### src/rtl/swp_pkg.sv
package swp_pkg;

    typedef enum logic [1:0] {
        FT_HEAD = 2'b00,
        FT_BODY = 2'b01,
        FT_TAIL = 2'b10,
        FT_SOLO = 2'b11
    } ftype_e;

    typedef enum logic {
        PS_IDLE   = 1'b0,
        PS_LOCKED = 1'b1
    } pstate_e;

    function automatic logic opens_packet(input ftype_e f);
        return (f == FT_HEAD) || (f == FT_SOLO);
    endfunction

    function automatic logic closes_packet(input ftype_e f);
        return (f == FT_TAIL) || (f == FT_SOLO);
    endfunction

endpackage

### src/rtl/swp_match.sv
module swp_match
    import swp_pkg::*;
#(
    parameter int DIR_W   = 2,
    parameter int PORT_ID = 1
) (
    input  logic             vld,
    input  logic [1:0]       ftype,
    input  logic [DIR_W-1:0] dir,
    output logic             head_hit,
    output logic             is_last
);
    ftype_e ft;

    always_comb begin
        ft       = ftype_e'(ftype);
        // head or single flit whose leading direction code selects this port
        head_hit = vld && opens_packet(ft) && (dir == DIR_W'(PORT_ID));
        is_last  = closes_packet(ft);
    end
endmodule

### src/rtl/swp_rr_pick.sv
module swp_rr_pick #(
    parameter int N  = 4,
    parameter int IW = (N > 1) ? $clog2(N) : 1
) (
    input  logic [N-1:0]  req,
    input  logic [IW-1:0] last,
    output logic [N-1:0]  gnt_oh,
    output logic [IW-1:0] gnt_idx,
    output logic          any
);
    always_comb begin
        gnt_oh  = '0;
        gnt_idx = '0;
        any     = 1'b0;
        for (int i = 1; i <= N; i++) begin
            logic [IW-1:0] k;
            k = IW'((int'(last) + i) % N);
            if (!any && req[k]) begin
                any        = 1'b1;
                gnt_oh[k]  = 1'b1;
                gnt_idx    = k;
            end
        end
    end
endmodule

### src/rtl/swp_vc_fifo.sv
module swp_vc_fifo #(
    parameter int W     = 18,
    parameter int DEPTH = 4,
    parameter int CW    = $clog2(DEPTH + 1)
) (
    input  logic          clk,
    input  logic          rst_n,
    input  logic          push,
    input  logic          pop,
    input  logic [W-1:0]  din,
    output logic [W-1:0]  dout,
    output logic [CW-1:0] cnt
);
    localparam int PW = (DEPTH > 1) ? $clog2(DEPTH) : 1;

    logic [W-1:0]  mem [DEPTH];
    logic [PW-1:0] wr_q, rd_q;
    logic [CW-1:0] cnt_q;

    function automatic logic [PW-1:0] bump(input logic [PW-1:0] p);
        return (p == PW'(DEPTH - 1)) ? '0 : p + 1'b1;
    endfunction

    always_ff @(posedge clk) begin
        if (push) mem[wr_q] <= din;
    end

    always_ff @(posedge clk) begin
        if (!rst_n) begin
            wr_q  <= '0;
            rd_q  <= '0;
            cnt_q <= '0;
        end else begin
            if (push) wr_q <= bump(wr_q);
            if (pop)  rd_q <= bump(rd_q);
            unique case ({push, pop})
                2'b10:   cnt_q <= cnt_q + 1'b1;
                2'b01:   cnt_q <= cnt_q - 1'b1;
                default: cnt_q <= cnt_q;
            endcase
        end
    end

    assign dout = mem[rd_q];
    assign cnt  = cnt_q;

    // a write is only issued when the queue has room
    assert_no_overflow_R6: assert property (@(posedge clk) disable iff (!rst_n)
        push |-> (cnt_q < CW'(DEPTH)));
    // the link stage only drains a queue that holds a flit
    assert_no_underflow_R10: assert property (@(posedge clk) disable iff (!rst_n)
        pop |-> (cnt_q != '0));
endmodule

### src/rtl/swport_out.sv
module swport_out
    import swp_pkg::*;
#(
    parameter int N_IN     = 4,
    parameter int N_VC     = 2,
    parameter int PAY_W    = 16,
    parameter int DIR_W    = 2,
    parameter int PORT_ID  = 1,
    parameter int VC_DEPTH = 4,
    parameter int CREDITS  = 4
) (
    input  logic                          clk,
    input  logic                          rst_n,
    input  logic [N_IN-1:0]               in_valid,
    input  logic [N_IN*(PAY_W+2)-1:0]     in_flits,
    output logic [N_IN-1:0]               in_ack,
    output logic [N_IN-1:0]               in_nack,
    output logic                          out_valid,
    output logic [PAY_W+1:0]              out_flit,
    output logic [((N_VC>1)?$clog2(N_VC):1)-1:0] out_vc,
    input  logic [N_VC-1:0]               credit_ret
);
    localparam int FLIT_W = PAY_W + 2;
    localparam int IW     = (N_IN > 1) ? $clog2(N_IN) : 1;
    localparam int VC_W   = (N_VC > 1) ? $clog2(N_VC) : 1;
    localparam int CNT_W  = $clog2(VC_DEPTH + 1);
    localparam int CR_W   = $clog2(CREDITS + 1);

    // ---------------- stage 1: per-input decode and route match
    logic [FLIT_W-1:0] flit_a [N_IN];
    logic [N_IN-1:0]   hreq, last_a;

    for (genvar i = 0; i < N_IN; i++) begin : g_in
        assign flit_a[i] = in_flits[i*FLIT_W +: FLIT_W];
        swp_match #(.DIR_W(DIR_W), .PORT_ID(PORT_ID)) u_match (
            .vld      (in_valid[i]),
            .ftype    (flit_a[i][FLIT_W-1 -: 2]),
            .dir      (flit_a[i][DIR_W-1:0]),
            .head_hit (hreq[i]),
            .is_last  (last_a[i])
        );
    end

    // ---------------- stage 2: packet-level round-robin arbiter
    pstate_e        st_q, st_d;
    logic [IW-1:0]  own_q, own_d, rr_q, rr_d;
    logic [VC_W-1:0] ovc_q, ovc_d;
    logic [N_IN-1:0] win_oh, own_oh;
    logic [IW-1:0]  win_idx;
    logic           win_any;

    swp_rr_pick #(.N(N_IN)) u_in_arb (
        .req     (hreq),
        .last    (rr_q),
        .gnt_oh  (win_oh),
        .gnt_idx (win_idx),
        .any     (win_any)
    );

    always_comb begin
        own_oh        = '0;
        own_oh[own_q] = 1'b1;
    end

    // ---------------- queue occupancy and most-free channel choice
    logic [CNT_W-1:0] cnt_v  [N_VC];
    logic [CNT_W-1:0] free_v [N_VC];
    logic [VC_W-1:0]  best_vc;

    always_comb begin
        for (int v = 0; v < N_VC; v++) free_v[v] = CNT_W'(VC_DEPTH) - cnt_v[v];
        best_vc = '0;
        for (int v = 1; v < N_VC; v++) begin
            if (free_v[v] > free_v[best_vc]) best_vc = VC_W'(v);
        end
    end

    // ---------------- state register
    always_ff @(posedge clk) begin
        if (!rst_n) begin
            st_q  <= PS_IDLE;
            own_q <= '0;
            ovc_q <= '0;
            rr_q  <= IW'(N_IN - 1);
        end else begin
            st_q  <= st_d;
            own_q <= own_d;
            ovc_q <= ovc_d;
            rr_q  <= rr_d;
        end
    end

    // ---------------- next state and per-input responses
    logic [N_IN-1:0] acc_vec, rej_vec;
    logic [IW-1:0]   sel_idx;
    logic [VC_W-1:0] sel_vc;
    logic            do_push;

    always_comb begin
        st_d    = st_q;
        own_d   = own_q;
        ovc_d   = ovc_q;
        rr_d    = rr_q;
        acc_vec = '0;
        rej_vec = '0;
        sel_idx = win_idx;
        sel_vc  = best_vc;
        do_push = 1'b0;
        unique case (st_q)
            PS_IDLE: begin
                rej_vec = hreq & ~win_oh;
                if (win_any) begin
                    if (free_v[best_vc] != '0) begin
                        acc_vec[win_idx] = 1'b1;
                        do_push          = 1'b1;
                        rr_d             = win_idx;
                        if (!last_a[win_idx]) begin
                            st_d  = PS_LOCKED;
                            own_d = win_idx;
                            ovc_d = best_vc;
                        end
                    end else begin
                        rej_vec[win_idx] = 1'b1;
                    end
                end
            end
            PS_LOCKED: begin
                sel_idx = own_q;
                sel_vc  = ovc_q;
                rej_vec = hreq & ~own_oh;
                if (in_valid[own_q]) begin
                    if (free_v[ovc_q] != '0) begin
                        acc_vec[own_q] = 1'b1;
                        do_push        = 1'b1;
                        if (last_a[own_q]) st_d = PS_IDLE;
                    end else begin
                        rej_vec[own_q] = 1'b1;
                    end
                end
            end
        endcase
    end

    always_ff @(posedge clk) begin
        if (!rst_n) begin
            in_ack  <= '0;
            in_nack <= '0;
        end else begin
            in_ack  <= acc_vec;
            in_nack <= rej_vec;
        end
    end

    // ---------------- stage 3: data mux and path rewrite
    logic [FLIT_W-1:0] sel_flit, wr_flit;
    ftype_e            sel_ft;

    always_comb begin
        sel_flit = flit_a[sel_idx];
        sel_ft   = ftype_e'(sel_flit[FLIT_W-1 -: 2]);
        if (opens_packet(sel_ft))
            wr_flit = {sel_flit[FLIT_W-1 -: 2], sel_flit[PAY_W-1:0] >> DIR_W};
        else
            wr_flit = sel_flit;
    end

    // ---------------- stage 4: virtual-channel queues
    logic [N_VC-1:0]   vpush, vpop;
    logic [FLIT_W-1:0] vc_dout [N_VC];

    for (genvar v = 0; v < N_VC; v++) begin : g_vc
        assign vpush[v] = do_push && (sel_vc == VC_W'(v));
        swp_vc_fifo #(.W(FLIT_W), .DEPTH(VC_DEPTH), .CW(CNT_W)) u_q (
            .clk   (clk),
            .rst_n (rst_n),
            .push  (vpush[v]),
            .pop   (vpop[v]),
            .din   (wr_flit),
            .dout  (vc_dout[v]),
            .cnt   (cnt_v[v])
        );
    end

    // ---------------- stage 5: downstream credit counters
    logic [CR_W-1:0] cred_q [N_VC];

    always_ff @(posedge clk) begin
        for (int v = 0; v < N_VC; v++) begin
            if (!rst_n) cred_q[v] <= CR_W'(CREDITS);
            else        cred_q[v] <= cred_q[v] + CR_W'(credit_ret[v]) - CR_W'(vpop[v]);
        end
    end

    // ---------------- stage 6: link multiplexer among ready channels
    logic [N_VC-1:0] vready;
    logic [VC_W-1:0] vrr_q, vgnt_idx;
    logic            vany;

    always_comb begin
        for (int v = 0; v < N_VC; v++)
            vready[v] = (cnt_v[v] != '0) && (cred_q[v] != '0);
    end

    swp_rr_pick #(.N(N_VC)) u_vc_arb (
        .req     (vready),
        .last    (vrr_q),
        .gnt_oh  (vpop),
        .gnt_idx (vgnt_idx),
        .any     (vany)
    );

    // ---------------- stage 7: link output register
    always_ff @(posedge clk) begin
        if (!rst_n) begin
            out_valid <= 1'b0;
            out_flit  <= '0;
            out_vc    <= '0;
            vrr_q     <= VC_W'(N_VC - 1);
        end else begin
            out_valid <= vany;
            if (vany) begin
                out_flit <= vc_dout[vgnt_idx];
                out_vc   <= vgnt_idx;
                vrr_q    <= vgnt_idx;
            end
        end
    end

    // ---------------- assertions
    assert_ack_nack_excl_R6: assert property (@(posedge clk) disable iff (!rst_n)
        (in_ack & in_nack) == '0);
    assert_single_accept_R3: assert property (@(posedge clk) disable iff (!rst_n)
        $countones(in_ack) <= 1);
    assert_locked_owner_only_R5: assert property (@(posedge clk) disable iff (!rst_n)
        (st_q == PS_LOCKED) |-> ((acc_vec & ~own_oh) == '0));
    assert_send_needs_credit_R9: assert property (@(posedge clk) disable iff (!rst_n)
        vany |-> (cred_q[vgnt_idx] != '0));
    for (genvar v = 0; v < N_VC; v++) begin : g_cb
        assert_credit_bound_R9: assert property (@(posedge clk) disable iff (!rst_n)
            cred_q[v] <= CR_W'(CREDITS));
    end
endmodule

### config.mk
export PLATFORM = sky130hd
export DESIGN_NAME = swport_out
export DESIGN_NICKNAME = d
export VERILOG_FILES = /design/src/rtl/swp_pkg.sv /design/src/rtl/swp_match.sv /design/src/rtl/swp_rr_pick.sv /design/src/rtl/swp_vc_fifo.sv /design/src/rtl/swport_out.sv
export SDC_FILE = /design/constraint.sdc
export NUM_CORES = 1
export LEC_CHECK = 0
export BUFFER_PORTS_ARGS = -buffer_cell sky130_fd_sc_hd__clkbuf_2
export CORE_MARGIN = 2
export CORE_UTILIZATION = 50
export CTS_CLUSTER_DIAMETER = 30
export DETAILED_ROUTE_END_ITERATION = 7
export GPL_ROUTABILITY_DRIVEN = 0
export PLACE_DENSITY = 0.79
export SETUP_SLACK_MARGIN = 0.3
export SYNTH_ARGS = -nofsm -noshare
export SYNTH_HDL_FRONTEND = slang
export SYNTH_HIERARCHICAL = 1
export SYNTH_SLANG_ARGS = --single-unit
### constraint.sdc
create_clock -name clk -period 7.3 [get_ports clk]
set_input_delay 1.095 -clock clk [delete_from_list [all_inputs] [get_ports clk]]
set_output_delay 1.095 -clock clk [all_outputs]
set_load 0.03 [all_outputs]
# == Yosys cells after proc, flatten, opt, wreduce, memory -nomap -nowiden ==
# Memory sizes are Yosys's and may differ from the RTL's. A register that Yosys moved wholly into a read port is not among the register bits.
# Cells that the tools add are included.
# word_totals
memories,3
ram_bits,150
regBits,49
rom_bits,0
wordCells,260
input_bits,80
latch_bits,0
out_inout_bits,28
# op_classes
n_eq_ne,21
reduce_logical,52
n_mux,108
n_lt_le_gt_ge,21
n_shift,0
mul,0
bitwise_logic,19
div,0
addsub,20
# mem_list
name,depth,width,read_ports,rd_clocked_by_memory_dff,wr,line_no,source
g_vc[0].u_q.mem,4,18,1,1,1,swp_vc_fifo.sv:16,logic [W-1:0] mem [DEPTH];
g_vc[1].u_q.mem,4,18,1,1,1,swp_vc_fifo.sv:16,
cred_q,2,3,2,0,2,swport_out.sv:185,logic [CR_W-1:0] cred_q [N_VC];
# ops
operator,count
18-bit two-way mux,5
4-bit two-way mux,12
1-bit two-way mux,45
18-bit binary-select mux with 2-bit select,1
2-bit equality test (second input constant),15
2-bit two-way mux,15
1-bit logical AND,24
3-bit two-way mux,8
4-bit OR,5
2-bit by 3-bit less-than comparator with 1-bit output (second input constant),6
3-bit nonzero test,6
16-bit two-way mux,1
4-bit case mux with 2 select lines,2
1-bit binary-select mux with 2-bit select,7
2-bit by 1-bit adder with 2-bit output (second input constant),6
1-bit demux with 2-bit select,6
2-bit by 1-bit equality test with 1-bit output (second input constant),6
2-bit by 1-bit greater-or-equal comparator with 1-bit output (second input constant),6
3-bit case mux with 2 select lines,2
2-bit logical NOT,5
1-bit logical OR,9
4-bit bitwise AND,2
4-bit inverter,2
3-bit by 1-bit adder with 3-bit output,2
other kinds (22),43

# == Longest topological paths before layout ==
# logic_depth
ltp_word,24
depth_mapped,17
ltp_nobuf,16

# == Hierarchy ==
# Netlist, hierarchy kept.
# by_module_without_submodules
mod,area_each_um2,n_inst,cells_each,seq_area_each_um2
swp_vc_fifo,3081.7,2,135,2342.2
swport_out,3036.7,1,294,820.8
swp_rr_pick at u_in_arb,525.5,1,68,0.0
swp_match,45.0,4,5,0.0
swp_rr_pick at u_vc_arb,32.5,1,5,0.0

# == Least setup slack after synthesis ==
# No wires, ideal clock.
# synth_path
path_kind,input to register
start,in in_flits[16]
end,mem g_vc[0].u_q.mem[0][4] (data pin)
path_stages,12
t_required_ns,7.026
setup_time_ns,0.274
path_slack_ns,2.994
t_arrival_ns,4.033
cell_sequence,inv_1 > ha_1 > and4b_1 > buf_6 > mux4_2 > a21boi_0 > o31a_1 > clkbuf_2 > mux2i_4 > buf_6 > mux4_2 > mux2_2
# synth_between
elab_chain_cells,24
elab_cells_between_ends,35
# synth_lines
element,line_no,source
from (decl),swport_out.sv:15,"input logic [N_IN*(PAY_W+2)-1:0] in_flits,"
2-bit equality test / 2-bit logical NOT (equally long branches),swp_pkg.sv:16,return (f == FT_HEAD) || (f == FT_SOLO);
1-bit logical OR (*),swp_pkg.sv:16,
1-bit logical AND (*) (2 in a row),swp_match.sv:18,head_hit = vld && opens_packet(ft) && (dir == DIR_W'(PORT_ID));
named net hreq[0],swport_out.sv:31,"logic [N_IN-1:0] hreq, last_a;"
1-bit binary-select mux with 2-bit select,swp_rr_pick.sv:18,if (!any && req[k]) begin
1-bit two-way mux (implied by the code),swp_rr_pick.sv:18,
1-bit two-way mux,swp_rr_pick.sv:18,
1-bit logical NOT,swp_rr_pick.sv:18,
(+8 left out),n/a,
named net win_idx[0],swport_out.sv:49,logic [IW-1:0] win_idx;
2-bit two-way mux (*),swport_out.sv:109,unique case (st_q)
2-bit inverter with 3-bit output (implied by the code) (*),swport_out.sv:159,sel_flit = flit_a[sel_idx];
18-bit binary-select mux with 2-bit select (*),swport_out.sv:159,
18-bit two-way mux (implied by the code) (*) (2 in a row),swport_out.sv:159,
2-bit equality test / 2-bit logical NOT (equally long branches),swp_pkg.sv:16,
1-bit logical OR,swp_pkg.sv:16,
16-bit two-way mux (*),swport_out.sv:161,if (opens_packet(sel_ft))
named net wr_flit[4],swport_out.sv:155,"logic [FLIT_W-1:0] sel_flit, wr_flit;"
to (decl),swp_vc_fifo.sv:16,
# The timed path passes the listed nets; every way through them passes the cells marked *. The select of a mux whose other input is x is not followed.

# == Worst setup path in the final report ==
# layout_path
start,in in_flits[52]
end,mem g_vc[1].u_q.mem[2][0] (data pin)
# layout_between
elab_chain_cells,24
elab_cells_between_ends,35
# layout_lines
element,line_no
2-bit equality test / 2-bit logical NOT (equally long branches),swp_pkg.sv:16
1-bit logical OR (*),swp_pkg.sv:16
1-bit logical AND (*) (2 in a row),swp_match.sv:18
named net hreq[2],swport_out.sv:31
1-bit binary-select mux with 2-bit select,swp_rr_pick.sv:18
1-bit two-way mux (implied by the code),swp_rr_pick.sv:18
1-bit two-way mux,swp_rr_pick.sv:18
1-bit logical NOT,swp_rr_pick.sv:18
(+8 left out),n/a
named net win_idx[0],swport_out.sv:49
2-bit two-way mux (*),swport_out.sv:109
2-bit inverter with 3-bit output (implied by the code) (*),swport_out.sv:159
18-bit binary-select mux with 2-bit select (*),swport_out.sv:159
18-bit two-way mux (implied by the code) (*) (2 in a row),swport_out.sv:159
2-bit equality test / 2-bit logical NOT (equally long branches),swp_pkg.sv:16
1-bit logical OR,swp_pkg.sv:16
16-bit two-way mux (*),swport_out.sv:161
named net wr_flit[0],swport_out.sv:155
to (decl),swp_vc_fifo.sv:16
# Marks and branches as above.

==> impl_metrics.ini <==
[clock_tree]
post_cts.repair.setup_buffers = 0
hold_buffers = 0
cts_max_path_buffers = 3
clkLatencyLatePin_ns = 0.50
cts_buffers = 36
cts_tree = built
clk_pin_slew_ns = 0.05
h-tree-depth = 2
cts_sinks = 203
root_buffer = clkbuf_16
ctsResizeCount = 0

[setup_path]
reg2reg_depth = 15
slowest_stage = o21ai_4
crit_top_cell = a21oi_1
cp-start-kind = primary input
critPathLaunch = in_flits[52]
rrSetupSlack_ns = 2.97
required_ns = 7.51
cp.arrival_ns = 4.97
cpPeakStageDelay_ns = 0.59
path_class = in2reg
path_cells = clkbuf_2 -> inv_1 -> ha_1 -> and4b_1 -> or3b_1 -> o21ai_1 -> a21oi_1 -> o22ai_2 -> o31a_1 -> mux2i_4 -> buf_4 -> nor2_1 -> a21oi_1 -> o21ai_4 -> mux2_2
cp.buffers_inverters = 3
path_delay_family = compound AO/OA/AOI/OAI gates
cp_max_fo = 22
r2r_start = g_vc[1].u_q/cnt[0]
endpoint_kind = flop
cp_num_cells = 15

[min_path]
hp-start = out_vc
hold_path.class = reg2reg
whs_path_depth = 2

[floorplanning]
die_x_um = 145
rows = 51
fp.dieH_um = 145
core_region_area_um2 = 19500
dieArea_um2 = 21000
design.portCount = 108
start_util_pct = 51.1

[pwr]
peakVddDrop_v = 0.000199
p_leak_uw = 0.00452
powerDensity_nw_per_um2 = 462

[detailed_routing]
wl_mm = 21.1
dr.pass1.iters = 5
detail-route-antenna-nets = 0
drt-initial-drc-count = 463
detail_route.wl_per_cell_um = 19.8
drcViolationCount = 0
vias = 6025
via_per_inst = 5.66

[yosys]
synthCells = 657
ys.warnings.count = 6
synth_area_leader_cell = edfxtp_1
ys_types = 65
yosys_most_used_dff = edfxtp_1
async_flop_share_pct = 0
syn_area_per_cell_um2 = 15.1
synthTopCellsByArea = edfxtp_1 44%, dfxtp_1 12%, mux4_2 9.3%, ha_1 4.9%, mux4_1 4.2%
syn_nets = 780
netlist.area_leader.share_pct = 43.5
yosysSeqAreaShare_pct = 55.4
synth_edf_count = 144
synth_common_cells = 144 x edfxtp_1, 59 x dfxtp_1, 46 x nand2_1, 41 x mux4_2, 39 x ha_1
synth_seq_cells = 203
netlist_area_um2 = 9940
synth.most_common_cell = edfxtp_1

[placed_design]
dp_hpwl_mm = 13.1
port_buffers = 107
dp_slack_ns = 2.04
placed_area_um2 = 10600

[grt]
grt.total_usage_pct = 20.2
antenna_found_initial = 0
grt_max_degree = 62
grt_pass1_vias = 6107
grt_pass1_wl_mm = 33.1
grt_overflow = 0

[sta]
setup_tns_ns = 0
period_needed_ns = 4.76
timing.final.ws_setup_ns = 2.54
timing.final.crit_share_pct = 65.2
setup_viol_count_final = 0
worstMarginPinSlew_ns = 1.22
rsz0062_at_grt = no
max_clock_freq_mhz = 210
slew_headroom_pct = 18.8
finalHoldViolCount = 0
drv_slew = 0
fin_skew_ns = 0.0214

[status]
status = complete, no violations

[finish]
drive_above_1_share_pct = 30.4
diodes = 0
area_delta_synth_final_pct = 19.2
stdcell_area_um2 = 11800
nets = 896

[flow_run]
drv_cap = 0
## metrics by stage
stage	hold WS [ns]	power [µW]	utilization (%)	instances
CTS	0.481	5500	60.9	1065
floorplan	0.461	3330	-	657
finish	0.477	5470	60.9	1065
detailed placement	0.472	3780	54.5	1000
global placement	0.464	3710	54.5	1000
global route	0.490	5770	60.9	1065
## path summary, 6_finish.rpt
check	endpoint
min	out_vc
max reg2reg	g_vc[0].u_q/cnt[2]
max	g_vc[1].u_q/mem[2][0]
min reg2reg	out_vc
## flip-flops by register name (all words and copies together) (netlist names), named ones only
register	cells
in_ack	4
in_nack	4
g_vc.u_q/mem	144
g_vc.u_q/wr_q	4
out_flit	18
st_q	1
vrr_q	1
own_q	2
cred_q	6
out_valid	1
ovc_q	1
g_vc.u_q/cnt	6
g_vc.u_q/rd_q	4
rr_q	2
out_vc	1
## power breakdown
group	total (µW)	internal [µW]	switching [µW]
clock network	1700	1130	568
registers	1770	1630	137
logic	2010	856	1150
## cells by family after synthesis
| family | Yosys count | synth area share (%) |
|---|---|---|
| AO/OA/AOI/OAI | 88 | 7.21 |
| XOR/XNOR | 12 | 1.06 |
| adder cells (fa/ha/maj) | 43 | 5.72 |
| buffers and inverters | 67 | 3.81 |
| flip-flops | 203 | 55.4 |
| multiplexers | 106 | 19.2 |
| AND/OR/NAND/NOR | 138 | 7.60 |
## cell type report
| class | count | area [µm²] |
|---|---|---|
| Clock inverter | 22 | 283 |
| Fill cell | 1427 | 7610 |
| Sequential cell | 203 | 5510 |
| Multi-Input combinational cell | 387 | 4070 |
| Clock buffer | 43 | 958 |
| Tap cell | 265 | 332 |
| Inverter | 32 | 120 |
| Timing Repair Buffer | 113 | 581 |
## worst min-delay path, stage by stage, from the launching register on
cell and delay (ns):
dfxtp_1 0.30, nand2b_1 0.06, a21boi_0 0.07
## placed cells by master, fill, tap and decap left out, types with 7 or more instances in the layout
cell and n:
inv_6 8, nor2b_1 14, mux4_1 16, mux4_2 41, o21a_1 7, inv_1 31
a21boi_0 7, dfxtp_1 59, o21ai_0 9, clkbuf_2 107, nand2_1 46, ha_1 39
and2_1 16, o211a_1 18, nand3_1 7, nor2_1 13, edfxtp_1 144, xnor2_1 8
mux2i_1 31, clkbuf_16 37, mux2_4 8, a21oi_1 10, mux2_2 7
## layer usage
layer | track usage (%) | routed length (µm) | vias up | part of all wire (%)
li1 | - | - | 2779 | -
met1 | 26.5 | 9030 | 2983 | 43
met2 | 34.1 | 10300 | 229 | 49
met3 | 3.96 | 1320 | 34 | 6.2
met4 | 6.49 | 397 | 0 | 1.9
met5 | 0 | 0 | - | 0
Power figures use the tool's default switching activity.
